**src/rtl/tile_addr_pkg.sv**
```systemverilog
package tile_addr_pkg;
  localparam int unsigned NUM_SIZES = 5;
  localparam int unsigned OFF_BITS  = 16;

  typedef logic [2:0] size_idx_t;

  // bit class per offset bit: 0 zero, 1 from shifted x, 2 from y
  localparam int unsigned BIT_CLASS [OFF_BITS] =
    '{0,0,1,1,2,2,2,1,2,1,2,1,2,1,2,1};

  // coordinate-bit position base per size index and offset bit
  localparam int unsigned SEL_POS [NUM_SIZES][OFF_BITS] = '{
    '{0,1,2,3,0,1,2,3,4,4,5,5,6,6,7,7},
    '{0,0,1,2,0,1,2,3,3,4,4,5,5,6,6,7},
    '{0,0,0,1,0,1,2,2,3,3,4,4,5,5,6,6},
    '{0,0,0,0,0,1,1,2,2,3,3,4,4,5,5,6},
    '{0,0,0,0,0,1,0,1,2,2,3,3,4,4,5,5}
  };

  // log2 of tile width and height in pixels per size index
  localparam int unsigned TW_LOG [NUM_SIZES] = '{8,8,7,7,6};
  localparam int unsigned TH_LOG [NUM_SIZES] = '{8,7,7,6,6};

  // ceiling log2 of the element byte count, clamped to the last size
  function automatic size_idx_t size_of_bytes(input logic [4:0] nbytes);
    if (nbytes <= 5'd1)      return 3'd0;
    else if (nbytes == 5'd2) return 3'd1;
    else if (nbytes <= 5'd4) return 3'd2;
    else if (nbytes <= 5'd8) return 3'd3;
    else                     return 3'd4;
  endfunction
endpackage

```
**src/rtl/tile_geom.sv**
```systemverilog
module tile_geom
  import tile_addr_pkg::*;
#(
  parameter int unsigned CW = 14
) (
  input  logic [4:0]    bpe,
  input  logic [CW-1:0] x,
  input  logic [CW-1:0] y,
  input  logic [CW-1:0] width,
  output size_idx_t     idx,
  output logic [CW-1:0] col,
  output logic [CW-1:0] row,
  output logic [CW:0]   per_row
);
  logic [3:0] lw, lh;

  function automatic logic [CW:0] ceil_shift(input logic [CW-1:0] v,
                                             input logic [3:0] sh);
    logic [CW:0] round;
    round = ((CW+1)'(1) << sh) - (CW+1)'(1);
    return ((CW+1)'(v) + round) >> sh;
  endfunction

  always_comb begin
    idx     = size_of_bytes(bpe);
    lw      = 4'(TW_LOG[idx]);
    lh      = 4'(TH_LOG[idx]);
    col     = x >> lw;
    row     = y >> lh;
    per_row = ceil_shift(width, lw);
  end
endmodule

```
**src/rtl/tile_swizzle.sv**
```systemverilog
module tile_swizzle
  import tile_addr_pkg::*;
#(
  parameter int unsigned CW = 14
) (
  input  size_idx_t       idx,
  input  logic [CW-1:0]   x,
  input  logic [CW-1:0]   y,
  output logic [OFF_BITS-1:0] off
);
  logic [CW+3:0] xs;
  assign xs = (CW+4)'(x) << idx;

  for (genvar b = 0; b < OFF_BITS; b++) begin : g_bit
    if (BIT_CLASS[b] == 0) begin : g_zero
      assign off[b] = 1'b0;
    end else if (BIT_CLASS[b] == 1) begin : g_xbit
      logic [3:0] pos;
      assign pos    = 4'(SEL_POS[idx][b] + 2);
      assign off[b] = xs[pos];
    end else begin : g_ybit
      logic [3:0] pos;
      assign pos    = 4'(SEL_POS[idx][b]);
      assign off[b] = y[pos];
    end
  end
endmodule

```
**src/rtl/swz_tile_addr_gen.sv**
```systemverilog
module swz_tile_addr_gen
  import tile_addr_pkg::*;
#(
  parameter int unsigned CW = 14,
  parameter int unsigned AW = 32
) (
  input  logic          clk,
  input  logic          rst_n,
  input  logic          in_valid,
  input  logic [4:0]    in_bpe,
  input  logic [CW-1:0] in_x,
  input  logic [CW-1:0] in_y,
  input  logic [CW-1:0] in_width,
  output logic          out_valid,
  output logic [AW-1:0] out_addr
);
  localparam int unsigned BW = 2*CW + 2;

  size_idx_t           g_idx;
  logic [CW-1:0]       g_col, g_row;
  logic [CW:0]         g_per_row;
  logic [OFF_BITS-1:0] g_off;

  tile_geom #(.CW(CW)) geom_i (
    .bpe(in_bpe), .x(in_x), .y(in_y), .width(in_width),
    .idx(g_idx), .col(g_col), .row(g_row), .per_row(g_per_row)
  );

  tile_swizzle #(.CW(CW)) swz_i (
    .idx(g_idx), .x(in_x), .y(in_y), .off(g_off)
  );

  logic                s1_valid;
  size_idx_t           s1_idx;
  logic [CW-1:0]       s1_col, s1_row;
  logic [CW:0]         s1_per_row;
  logic [OFF_BITS-1:0] s1_off;
  logic [BW-1:0]       tile_num;
  logic [AW-1:0]       addr_next;

  assign tile_num  = BW'(s1_row) * BW'(s1_per_row) + BW'(s1_col);
  assign addr_next = AW'({tile_num, s1_off});

  always_ff @(posedge clk) begin
    if (!rst_n) begin
      s1_valid   <= 1'b0;
      s1_idx     <= '0;
      s1_col     <= '0;
      s1_row     <= '0;
      s1_per_row <= '0;
      s1_off     <= '0;
      out_valid  <= 1'b0;
      out_addr   <= '0;
    end else begin
      s1_valid <= in_valid;
      if (in_valid) begin
        s1_idx     <= g_idx;
        s1_col     <= g_col;
        s1_row     <= g_row;
        s1_per_row <= g_per_row;
        s1_off     <= g_off;
      end
      out_valid <= s1_valid;
      if (s1_valid) out_addr <= addr_next;
    end
  end

  // accepted input reaches stage one, stage one reaches the output
  p_stage1_r7: assert property (@(posedge clk) disable iff (!rst_n)
    in_valid |=> s1_valid);
  p_stage2_r7: assert property (@(posedge clk) disable iff (!rst_n)
    s1_valid |=> out_valid);
  p_no_phantom_r7: assert property (@(posedge clk) disable iff (!rst_n)
    !s1_valid |=> !out_valid);
  // addresses are always 4-byte aligned
  p_aligned_r4: assert property (@(posedge clk) disable iff (!rst_n)
    out_valid |-> out_addr[1:0] == 2'b00);
  // four bytes per element selects size index 2
  p_four_byte_r1: assert property (@(posedge clk) disable iff (!rst_n)
    (in_valid && in_bpe == 5'd4) |=> s1_idx == 3'd2);
  // an in-range column stays below the tiles-per-row count
  p_col_bound_r3: assert property (@(posedge clk) disable iff (!rst_n)
    (in_valid && in_x < in_width) |=> s1_col < s1_per_row);
endmodule

```
**config.mk**
```make
export PLATFORM = sky130hd
export DESIGN_NAME = swz_tile_addr_gen
export DESIGN_NICKNAME = d
export VERILOG_FILES = /design/src/rtl/tile_addr_pkg.sv /design/src/rtl/tile_geom.sv /design/src/rtl/tile_swizzle.sv /design/src/rtl/swz_tile_addr_gen.sv
export SDC_FILE = /design/constraint.sdc
export NUM_CORES = 1
export LEC_CHECK = 0
export BUFFER_PORTS_ARGS = -buffer_cell sky130_fd_sc_hd__buf_4
export CAP_MARGIN = 20
export CORE_AREA = 2 2 147 106
export CTS_CLUSTER_DIAMETER = 100
export DETAILED_ROUTE_END_ITERATION = 12
export DIE_AREA = 0 0 149 108
export PLACE_DENSITY_LB_ADDON = 0.1
export SLEW_MARGIN = 10
export SYNTH_ARGS = -nofsm -noshare
export SYNTH_HDL_FRONTEND = slang
export SYNTH_SLANG_ARGS = --single-unit
```
**constraint.sdc**
```tcl
create_clock -name clk -period 7.2 [get_ports clk]
set_clock_uncertainty 0.1 [all_clocks]
set_input_delay 1.08 -clock clk [delete_from_list [all_inputs] [get_ports clk]]
set_output_delay 1.08 -clock clk [all_outputs]
set_load 0.01 [all_outputs]
```
# Yosys cells after proc, flatten, opt, wreduce, memory -nomap -nowiden
# Memories as Yosys holds them, arrays and structs flattened.
# Index checks and enable logic that the tools add are counted.
dict set report word_totals {
  output_inout_bits 33
  reg_bits 89
  inputBits 50
  memories 3
  elab_cells 84
  rom_bits 4608
}
dict set report classes {
  muxes 38
  bitwise_logic 1
  magnitude_cmp 18
  eq_ne 1
  shift 5
  mul 1
  add_sub_neg 10
}
# name words word_bits rd rd_clocked_by_memory_dff wr line
set mem_list {}
lappend mem_list {{(name not given)} 8 512 1 0 0 tile_swizzle.sv:23} ;# assign pos = 4'(SEL_POS[idx][b]);
lappend mem_list {{(name not given)} 8 32 1 0 0 tile_geom.sv:26} ;# lw = 4'(TW_LOG[idx]);
lappend mem_list {{(name not given)} 8 32 1 0 0 tile_geom.sv:27} ;# lh = 4'(TH_LOG[idx]);
# operator n
set op_table {}
lappend op_table {{$mux 420} 2}
lappend op_table {{$bmux 1 s4} 14}
lappend op_table {{$lt 4x6->1 const B} 7}
lappend op_table {{$lt 4x5->1 const B} 7}
lappend op_table {{$add 4x2->4 const B} 7}
lappend op_table {{$shr 14x4->14} 2}
lappend op_table {{$add 16x14->16} 1}
lappend op_table {{$mul 14x15->16} 1}
lappend op_table {{$mux 4} 4}
lappend op_table {{$shl 14x3->16} 1}
lappend op_table {{$add 14x15->15} 1}
lappend op_table {{$shl 1x4->15 const A} 1}
lappend op_table {{$shr 15x4->15} 1}
lappend op_table {{$sub 15x2->15 const B} 1}
lappend op_table {{$mux 1} 14}
lappend op_table {{$mux 3} 4}
lappend op_table {{$eq 5x2->1 const B} 1}
lappend op_table {{$le 5x1->1 const B} 1}
lappend op_table {{$le 5x3->1 const B} 1}
lappend op_table {{$le 5x4->1 const B} 1}
lappend op_table {{$ge 4x4->1 const B} 1}
lappend op_table {{$not 3->4} 1}

# Depth between registers and ports, before layout
# Gate-level depths: netlist of run 1.
dict set report depth {
  depth_word 13
  depth_mapped 22
  depth_no_buf 21
}

# Modules after synthesis
# Synthesis of run 1 repeated with hierarchy kept, for this count alone.
dict set report unflattened {
  cells_unflattened 1105
  area_unflattened_um2 9933.3
}
# mod cells_per_inst n_inst seq_area_each_um2 area_per_inst_um2
set by_module_without_submodules {}
lappend by_module_without_submodules {swz_tile_addr_gen 787 1 1861.8 7626.1}
lappend by_module_without_submodules {tile_geom 203 1 0.0 1412.6}
lappend by_module_without_submodules {tile_swizzle 115 1 0.0 894.6}

# Least setup slack after synthesis of run 1
# No wires, ideal clock.
dict set report synth_path {
  path_kind {register -> register}
  start {reg s1_row[2]}
  end {reg out_addr[31]}
  required_time_ps 6961
  slack_ps 1717
  period_less_slack_ps 5483
  path_stages_with_launch 23
  n_path_buf 1
  t_arrival_ps 5244
  setup_ps 139
  cell_sequence {dfxtp_1 > clkbuf_1 > and2_1 > fa_1 > inv_1 > fa_1 > inv_1 > fa_1 > inv_1 > fa_1 > inv_1 > fa_1 > inv_1 > fa_1 > inv_1 > ha_1 > and2_1 > a22o_1 > a31oi_1 > a21oi_1 > a31oi_1 > xnor2_1 > a21oi_1}
}
dict set report synth_via {
  elab_chain_len 2
}
# item line
set synth_rtl {}
lappend synth_rtl {{start, declared} swz_tile_addr_gen.sv:35} ;# logic [CW-1:0] s1_col, s1_row;
lappend synth_rtl {{start signal, assigned} swz_tile_addr_gen.sv:59} ;# s1_row <= g_row;
lappend synth_rtl {{$mul 14x15->16} swz_tile_addr_gen.sv:41} ;# assign tile_num = BW'(s1_row) * BW'(s1_per_row) + BW'(s1_col);
lappend synth_rtl {{$add 16x14->16} swz_tile_addr_gen.sv:41}
lappend synth_rtl {{end signal, assigned} swz_tile_addr_gen.sv:64} ;# if (s1_valid) out_addr <= addr_next;
lappend synth_rtl {{end, declared} swz_tile_addr_gen.sv:15} ;# output logic [AW-1:0] out_addr
# Every way passes these cells.
# A chain may end at the register's enable or synchronous reset.

# Final worst setup path of run 1
dict set report layout_path {
  start {reg s1_row[0]}
  end {reg out_addr[31]}
}
# The elaborated chain is that of the path after synthesis.

==> results.toml, run 1 <==
[clock_tree]
root_buffer = "clkbuf_16"
post-cts-setup-buffers = 0
hold_buffers = 0
cts_buffer_depth = 2
cts.htree.levels = 3
clock_latency_ns = 0.35
post_cts_resized = 0
clock_sinks = 89
cts_buffers = 9
path_clk_slew_ns = 0.07
cts_tree = "built"

[cells_and_area]
layout_common_cells = "inv_1, nand2_1, fa_1"
layout_commonest_cell = "inv_1"
area_growth_pct = 10.85
finish.utilization_pct = 66.94
final_cells = 1254
fin_area_um2 = 9731
layout-drive-gt1-share_pct = 11.80
num_antenna_cells = 0
nets = 1263

[detailed_routing]
drcViolationCount = 0
firstDrtPassIters = 5
wl_um = 20010
drt_iter0_drc = 442
wl_per_cell_um = 15.96
vias = 6843
postRouteAntennaNets = 0
viasPerCell = 5.457

[global_routing]
grt-ovfl-total = 0
grt_pass1_vias = 6610
grt_use_met1_pct = 39.71
met2_usage_pct = 40.09
grt_max_degree = 51
grt_pass1_wl_um = 33280
grt_usage_pct = 26.38
busiest_layer = "met2"
grt_antenna_before_repair = 0
use_met3_pct = 5.401

[pwr]
seqPwrFrac_pct = 39.9
p_sw_share_pct = 34.15
p_total_mw = 1.412
clkPwrFrac_pct = 33.1
power.internal_mw = 0.9296
powerDensity_nw_per_um2 = 145.1
power_leakage_nw = 4.532
p_sw_mw = 0.4820
p_comb_share_pct = 27.0
peakVddDrop_mv = 0.1190

[timing]
rsz0062_at_grt = "false"
relSlewSlack_pct = 37.56
hold_ws_ns = 0.3849
fin_ws_ns = 1.522
finalSetupViolCount = 0
clock.fmax_mhz = 176.1
final-max-slew-violation-count = 0
finalCritPeriodShare_pct = 78.87
fin_crit_ns = 5.678
worst_pin_slew_ns = 0.9355
hold_viol_final = 0
setup-tns-final_ns = 0

[place]
dp_cells = 1238
portBuffers = 80
place_hpwl_um = 15430
preCtsSetupSlack_ns = 1.513
gp_congestion = 0.8758
placed_cell_area_um2 = 9433

[setup_path]
crit_family = "adder cells"
cp_max_fo = 16
path_depth = 21
rrSetupSlack_ns = 1.52
crit_path_end_kind = "flop"
r2r-end = "out_addr[31]"
crit_arrival_ns = 5.79
crit_chain = "and2_1 > fa_1 > inv_1 > fa_1 > inv_1 > fa_1 > inv_1 > fa_1 > inv_1 > fa_1 > inv_1 > fa_1 > inv_1 > ha_1 > and2_1 > a22o_1 > a31oi_1 > a21oi_1 > a31oi_1 > xnor2_1 > a21oi_1"
cpPeakStageDelay_ns = 0.53
worstSetupPathType = "reg2reg"
cp-start-kind = "flop"
startpoint = "s1_row[0]"
crit_path_top_delay_cell = "fa_1"
critical_path_buf_inv_count = 6
reg2reg_depth = 21
critPathCapture = "out_addr[31]"
crit_required_ns = 7.31
worstReg2RegStart = "s1_row[0]"

[floorplanning]
die_area_um2 = 16090
coreArea_um2 = 14540
io_pins = 83
start_util_pct = 60.39
die_w_um = 149
die_h_um = 108
rows = 37

[status]
status = "completed"

[logic_synthesis]
syn_avg_cell_area_um2 = 8.683
ys.flop_type = "dfxtp_1"
synth_async_sr_flop_share_pct = 0
syn_inst = 1011
ys_seq_area_share_pct = 20.30
synth_seq_cells = 89
synth_edf_count = 0
synth.distinct_cells = 66
synth_area_um2 = 8778
ys_warn_count = 0

[flow_run]
drv_cap = 0

[hold_path]
min_path_type = "reg2reg"
## layer usage
| metal | wire [um] | vias to the layer above |
|---|---|---|
| li1 | - | 3338 |
| met1 | 9900 | 3265 |
| met2 | 8423 | 222 |
| met3 | 1449 | 18 |
| met4 | 240 | 0 |
| met5 | 0 | - |
## cells in the mapped netlist (4+ instances only)
cell	number	area, um^2
and3_1	20	125.1
o221ai_1	4	35.03
clkbuf_1	41	153.9
buf_2	4	20.02
o21ai_0	37	185.2
nor3_1	14	70.07
mux2_2	6	67.56
or3_1	4	25.02
nor2b_1	6	37.54
nand3_1	12	60.06
ha_1	65	813.3
a211oi_1	10	75.07
xor2_1	9	78.83
a31oi_1	8	50.05
o31ai_1	5	37.54
nand2_1	108	405.4
inv_1	149	559.3
xnor2_1	31	271.5
a21oi_1	29	145.1
o21a_1	4	30.03
a21o_1	6	45.04
mux2i_1	47	470.5
and2_1	74	462.9
mux4_2	6	135.1
dfxtp_1	89	1782
fa_1	94	1882
nor2_1	69	259.0
## final cells by class
| class | count | area, um^2 |
|---|---|---|
| multi-input cells | 718 | 6206 |
| well taps | 195 | 244.0 |
| fillers | 1249 | 4806 |
| repair buffers | 84 | 630.6 |
| inverters | 152 | 570.5 |
| flip-flops and latches | 89 | 1782 |
| clock inverters | 7 | 72.57 |
| clock buffers | 9 | 225.2 |
## registers in the layout, indices dropped and copies added (netlist names)
register	count
out_addr	30
s1_per_row	15
s1_col	14
s1_off	14
s1_row	14
out_valid	1
s1_valid	1
## worst register-to-register path, cell delays in order (launching register included)
cell     delay, ns
dfxtp_1       0.45
and2_1        0.25
fa_1          0.49
inv_1         0.05
fa_1          0.52
inv_1         0.05
fa_1          0.49
inv_1         0.05
fa_1          0.53
inv_1         0.05
fa_1          0.47
inv_1         0.05
fa_1          0.52
inv_1         0.04
ha_1          0.33
and2_1        0.18
a22o_1        0.19
a31oi_1       0.18
a21oi_1       0.12
a31oi_1       0.21
xnor2_1       0.14
a21oi_1       0.08
## power by group through the flow
stage | combinational (mW) | clock, mW | sequential [mW]
floorplan | 0.288 | 0 | 0.546
global route | 0.433 | 0.492 | 0.568
finish | 0.381 | 0.468 | 0.563
CTS | 0.381 | 0.473 | 0.562
detailed placement | 0.378 | 0 | 0.574
global placement | 0.373 | 0 | 0.572
## kinds of logic after synthesis
logic type      share of synthesized area [%]
flops                                   20.30
compound gates                          9.906
other cells                           0.04272
mux                                     7.668
xor+xnor                                4.247
fa+ha+maj                               30.70
buf+inv                                 9.122
simple gates                            18.02
## how the worst min path moves through the flow
stage / start / to / slack (ns) / depth (start not counted)
final: out_addr[28] / out_addr[28] / 0.38 / 2
after global routing: out_addr[23] / out_addr[23] / 0.42 / 2
after global placement: out_addr[22] / out_addr[22] / 0.37 / 2
after floorplan: s1_off[13] / s1_off[13] / 0.32 / 2
after CTS: out_addr[28] / out_addr[28] / 0.39 / 2
after detailed placement: out_addr[28] / out_addr[28] / 0.38 / 2
Power figures use the tool's default switching activity.
==> run 2, diff against run 1 <==
- CORE_AREA: 2 2 147 106 -> 2 2 153 110
- DIE_AREA: 0 0 149 108 -> 0 0 155 112
- clock period: 7.2 -> 4.95 ns (I/O delays scaled with it)
==> run 2 against run 1 <==
Compared with the run above: the run now ends with negative setup slack left; global-route usage barely moved; critical path depth did not move; sequential power rose by 42%; final area rose by 8.7%; flip-flop and latch count did not move; register-to-register slack got worse by 1.9 ns; power rose by 58%; core utilization fell by 0.63 points; maximum frequency rose by 6.9%; first-iteration DRC count rose by 44%; critical path type unchanged.
==> results.toml, run 2 (same netlist as run 1, synthesis figures left out) <==
[pwr]
peakVddDrop_mv = 0.1820
p_total_mw = 2.229
power_leakage_nw = 4.908
powerDensity_nw_per_um2 = 210.6

[setup_path]
cp-start-kind = "flop"
cp_max_fo = 5
crit_path_end_kind = "flop"
crit_arrival_ns = 5.44
crit_required_ns = 5.08
worstSetupPathType = "reg2reg"

[global_routing]
use_met3_pct = 4.126
busiest_layer = "met1"
grt_use_met1_pct = 40.57
grt_pass1_wl_um = 36450
met2_usage_pct = 39.41
grt_antenna_before_repair = 0
grt_usage_pct = 26.40
grt_pass1_vias = 7106
grt-ovfl-total = 0
grt_max_degree = 52

[flow_run]
drv_cap = 0

[timing]
fin_ws_ns = -0.3610
finalCritPeriodShare_pct = 107.3
worst_pin_slew_ns = 0.9066
relSlewSlack_pct = 39.49
finalSetupViolCount = 6
fin_crit_ns = 5.311
final-max-slew-violation-count = 0
hold_ws_ns = 0.3844
hold_viol_final = 0
clock.fmax_mhz = 188.3
rsz0062_at_grt = "true"

[clock_tree]
cts.htree.levels = 3
clock_latency_ns = 0.36
hold_buffers = 0
path_clk_slew_ns = 0.07
root_buffer = "clkbuf_16"
cts_tree = "built"
cts_buffers = 9
cts_buffer_depth = 2
clock_sinks = 89

[status]
violations = "negative setup slack"
status = "complete, but fails checks"

[floorplanning]
die_h_um = 112
io_pins = 83
rows = 39
start_util_pct = 55.01
die_w_um = 155
die_area_um2 = 17360
coreArea_um2 = 15960

[place]
place_hpwl_um = 16940
gp_congestion = 0.8671
dp_cells = 1313
portBuffers = 80

[detailed_routing]
drt_iter0_drc = 638
firstDrtPassIters = 6
viasPerCell = 5.394
wl_per_cell_um = 16.55
drcViolationCount = 0
postRouteAntennaNets = 0
vias = 7180
wl_um = 22030

[hold_path]
min_path_type = "reg2reg"

[cells_and_area]
largest_reg_flops = 30
layout-drive-gt1-share_pct = 21.85
layout_common_cells = "buf_4, inv_1, nand2_1"
reg_top3 = "out_addr x30, s1_per_row x15"
nets = 1330
finish.utilization_pct = 66.31
layout_commonest_cell = "buf_4"
regMostFlops = "out_addr"
num_antenna_cells = 0
final_cells = 1331
area_growth_pct = 20.52
[run 2: cell count changes in the layout (fill, tap and decap cells not counted), moves of 6 or more]
cell     change
buf_4       +64
dfxtp_1     -12
ha_1        -12
ha_4        +12
dfxtp_2      +7
and2_1       -6
and2_4       +6
[run 2: metrics by stage]
step	setup TNS [ns]	area [um^2]	setup WS (ns)
5_1_grt	-2.248	10580	-0.5062
4_1_cts	-0.7900	10380	-0.2850
2_1_floorplan	-0.3291	8859	-0.1549
6_report	-1.374	10580	-0.3610
3_3_place_gp	-0.8502	9971	-0.2433
3_5_place_dp	-1.355	9971	-0.3338
[run 2: routing by layer]
layer	share of wire, %	wire, um	vias up
met2	43	9483	223
met5	0	0	-
met1	49	10890	3447
met4	1.0	228	0
li1	-	-	3489
met3	6.5	1427	21
[run 2: layout make-up]
| cell class | instances | area (um^2) |
|---|---|---|
| multi-input combinational | 718 | 6497 |
| fill | 1359 | 5376 |
| sequential | 89 | 1809 |
| timing repair buffer | 151 | 1145 |
| inverter | 152 | 570.5 |
| tap | 205 | 256.5 |
| clock buffer | 9 | 225.2 |
| clock inverter | 7 | 76.32 |
[run 2: worst paths after layout]
| check | from | end | slack [ns] | cells after the start |
|---|---|---|---|---|
| setup / recovery | s1_row[0] | out_addr[31] | -0.36 | 21 |
| hold / removal | out_addr[28] | out_addr[28] | 0.38 | 2 |
| setup reg to reg | s1_row[0] | out_addr[31] | -0.36 | 21 |
| hold reg to reg | out_addr[28] | out_addr[28] | 0.38 | 2 |
[run 2: critical path, stage by stage, from the launching register on]
cell and delay [ns]:
dfxtp_4 0.37, and2_4 0.16, fa_1 0.52, inv_2 0.04, fa_1 0.53, inv_1 0.06
fa_1 0.53, inv_1 0.07, fa_1 0.48, inv_1 0.05, fa_1 0.50, inv_1 0.05
fa_1 0.49, inv_2 0.05, ha_4 0.20, and2_4 0.13, a22o_1 0.20, a31oi_4 0.18
a21oi_2 0.09, a31oi_1 0.16, xnor2_1 0.14, a21oi_1 0.07
[run 2: report_power, final]
group	switching (mW)	internal [mW]
clock	0.347	0.360
combinational	0.386	0.339
sequential	0.0421	0.755
[run 2: what timing repair did]
action / in CTS / in global routing
gates resized for setup: 26 / 37
pin swaps: 16 / 16
setup buffers: 2 / 0
setup endpoints to repair: 7 / 8
==> run 3, diff against run 2 <==
--- a/config.mk
+++ b/config.mk
@@ -7,8 +7,8 @@
 export LEC_CHECK = 0
-export BUFFER_PORTS_ARGS = -buffer_cell sky130_fd_sc_hd__buf_4
 export CAP_MARGIN = 20
-export CORE_AREA = 2 2 153 110
-export CTS_CLUSTER_DIAMETER = 100
+export CORE_AREA = 2 2 148 107
+export CTS_CLUSTER_DIAMETER = 50
 export DETAILED_ROUTE_END_ITERATION = 12
-export DIE_AREA = 0 0 155 112
+export DIE_AREA = 0 0 150 109
+export DONT_BUFFER_PORTS = 1
 export PLACE_DENSITY_LB_ADDON = 0.1
==> constraint.sdc (replaced) <==
create_clock -name clk -period 4.95 [get_ports clk]
set_clock_uncertainty 0.1 [all_clocks]
set_input_delay 0 -clock clk [delete_from_list [all_inputs] [get_ports clk]]
set_output_delay 0 -clock clk [all_outputs]
set_load 0.01 [all_outputs]
==> run 3 against run 2 <==
Compared with the run above: the flow still finishes with violations (negative setup slack); power increased by 0.10%; final area about the same; hold slack got worse by 0.37 ns; register-to-register slack improved by 0.11 ns; final cell count decreased by 1.8%.
==> results.toml, run 3 (same netlist as run 1, synthesis figures left out) <==
[place]
place_hpwl_um = 16290
placed_cell_area_um2 = 9423
gp_congestion = 0.9061
portBuffers = 0
preCtsSetupSlack_ns = -0.3425

[pwr]
peakVddDrop_mv = 0.1882
power_leakage_nw = 4.806
p_sw_share_pct = 34.61
p_sw_mw = 0.7720
clkPwrFrac_pct = 32.1
seqPwrFrac_pct = 36.2
power.internal_mw = 1.459
p_comb_share_pct = 31.7
powerDensity_nw_per_um2 = 211.0

[global_routing]
grt_pass1_wl_um = 36630
grt_usage_pct = 28.80
grt_antenna_before_repair = 1
grt_pass1_vias = 7247
grt-ovfl-total = 0
grt_max_degree = 52

[clock_tree]
cts_buffer_depth = 2
cts_tree = "built"
cts_buffers = 9
clock_latency_ns = 0.35
root_buffer = "clkbuf_16"
path_clk_slew_ns = 0.08
clock_sinks = 89
cts.htree.levels = 3

[setup_path]
crit_arrival_ns = 5.32
worstReg2RegStart = "s1_per_row[5]"
worstSetupPathType = "reg2reg"
crit_path_end_kind = "flop"
reg2reg_depth = 21
critPathCapture = "out_addr[31]"
cp-start-kind = "flop"
cp_max_fo = 4
startpoint = "s1_per_row[5]"
rrSetupSlack_ns = -0.26
crit_required_ns = 5.07
r2r-end = "out_addr[31]"

[cells_and_area]
nets = 1311
layout_common_cells = "inv_1, nand2_1, fa_1"
num_antenna_cells = 0
largest_reg_flops = 30
reg_top3 = "out_addr x30, s1_per_row x15"
ff_latch_area_um2 = 1813
area_growth_pct = 20.45
n_fill_cell = 1187
layout_commonest_cell = "inv_1"
multi_input_area_um2 = 6447
regMostFlops = "out_addr"
fin_area_um2 = 10570
layout-drive-gt1-share_pct = 15.99

[timing]
hold_ws_ns = 0.01594
clock.fmax_mhz = 192.1
finalCritPeriodShare_pct = 105.2
worst_pin_slew_ns = 1.055
final-max-slew-violation-count = 0
finalSetupViolCount = 5
fin_crit_ns = 5.206
relSlewSlack_pct = 29.59
hold_viol_final = 0
fin_ws_ns = -0.2557
rsz0062_at_grt = "true"

[detailed_routing]
postRouteAntennaNets = 0
drcViolationCount = 0
wl_um = 22390
wl_per_cell_um = 17.13
firstDrtPassIters = 5
drt_iter0_drc = 462
viasPerCell = 5.513
vias = 7206

[hold_path]
min_path_type = "in2reg"

[floorplanning]
die_h_um = 109
die_w_um = 150
start_util_pct = 58.43
io_pins = 83
rows = 38
die_area_um2 = 16350
coreArea_um2 = 15020

[status]
violations = "negative setup slack"
status = "complete, but fails checks"

[flow_run]
drv_cap = 0
## run 3: through the flow
stage          utilization (%)  instances  TNS (ns)  power, mW
3_5_place_dp             62.72       1234    -1.482      1.396
6_report                 70.38       1307   -0.8567      2.231
3_3_place_gp             62.72       1234   -0.8269      1.386
2_1_floorplan                -       1012   -0.3291      1.225
4_1_cts                  69.01       1301   -0.9771      2.188
5_1_grt                  70.38       1307    -1.986      2.352
## run 3: cell type report
cell class | count | share of cell area (%)
multi-input combinational | 718 | 60.97
sequential | 89 | 17.15
timing repair buffer | 132 | 11.22
inverter | 152 | 5.396
tap | 200 | 2.367
clock buffer | 9 | 2.130
clock inverter | 7 | 0.7691
## run 3: worst max-delay path, stage by stage, from the launching register on
cell,delay (ns)
dfxtp_4,0.37
and2_4,0.16
fa_1,0.58
inv_1,0.07
fa_1,0.47
inv_1,0.05
fa_1,0.49
inv_2,0.04
fa_1,0.47
inv_1,0.04
fa_1,0.47
inv_1,0.04
fa_1,0.49
inv_2,0.05
ha_4,0.21
and2_4,0.13
a22o_1,0.22
a31oi_4,0.17
a21oi_2,0.09
a31oi_1,0.17
xnor2_1,0.14
a21oi_1,0.08
## run 3: per-layer routing
layer	vias to the layer above	global-route usage [%]	share of wire, %
li1	3446	-	-
met1	3497	40.79	47
met2	237	45.83	44
met3	24	6.904	7.9
met4	2	4.852	1.1
met5	-	0	0.071
## run 3: power groups by stage
stage | Combinational [mW] | Sequential, mW | Clock [mW]
floorplan | 0.430 | 0.795 | 0
global placement | 0.566 | 0.820 | 0
detailed placement | 0.573 | 0.823 | 0
CTS | 0.661 | 0.806 | 0.721
global route | 0.784 | 0.813 | 0.754
finish | 0.707 | 0.807 | 0.717
## run 3: timing repair
action                                  in CTS  in global routing
setup buffers                                3                  6
endpoints found under the hold margin       59                  0
resized for setup                           24                 42
hold buffers                                48                  0
endpoints found under the setup margin       7                  8
pin swaps                                   12                 38
## run 3: worst min path at each step
| stage | start | end | slack (ns) | cells past startpoint |
|---|---|---|---|---|
| global route | in_width[12] | s1_per_row[5] | 0.04 | 3 |
| floorplan | in_y[0] | s1_off[4] | 0.05 | 2 |
| finish | in_y[12] | s1_row[3] | 0.02 | 4 |
| global placement | in_valid | s1_col[11] | 0.001 | 1 |
| CTS | in_y[12] | s1_row[3] | 0.002 | 4 |
| detailed placement | in_valid | s1_col[11] | 0.005 | 1 |
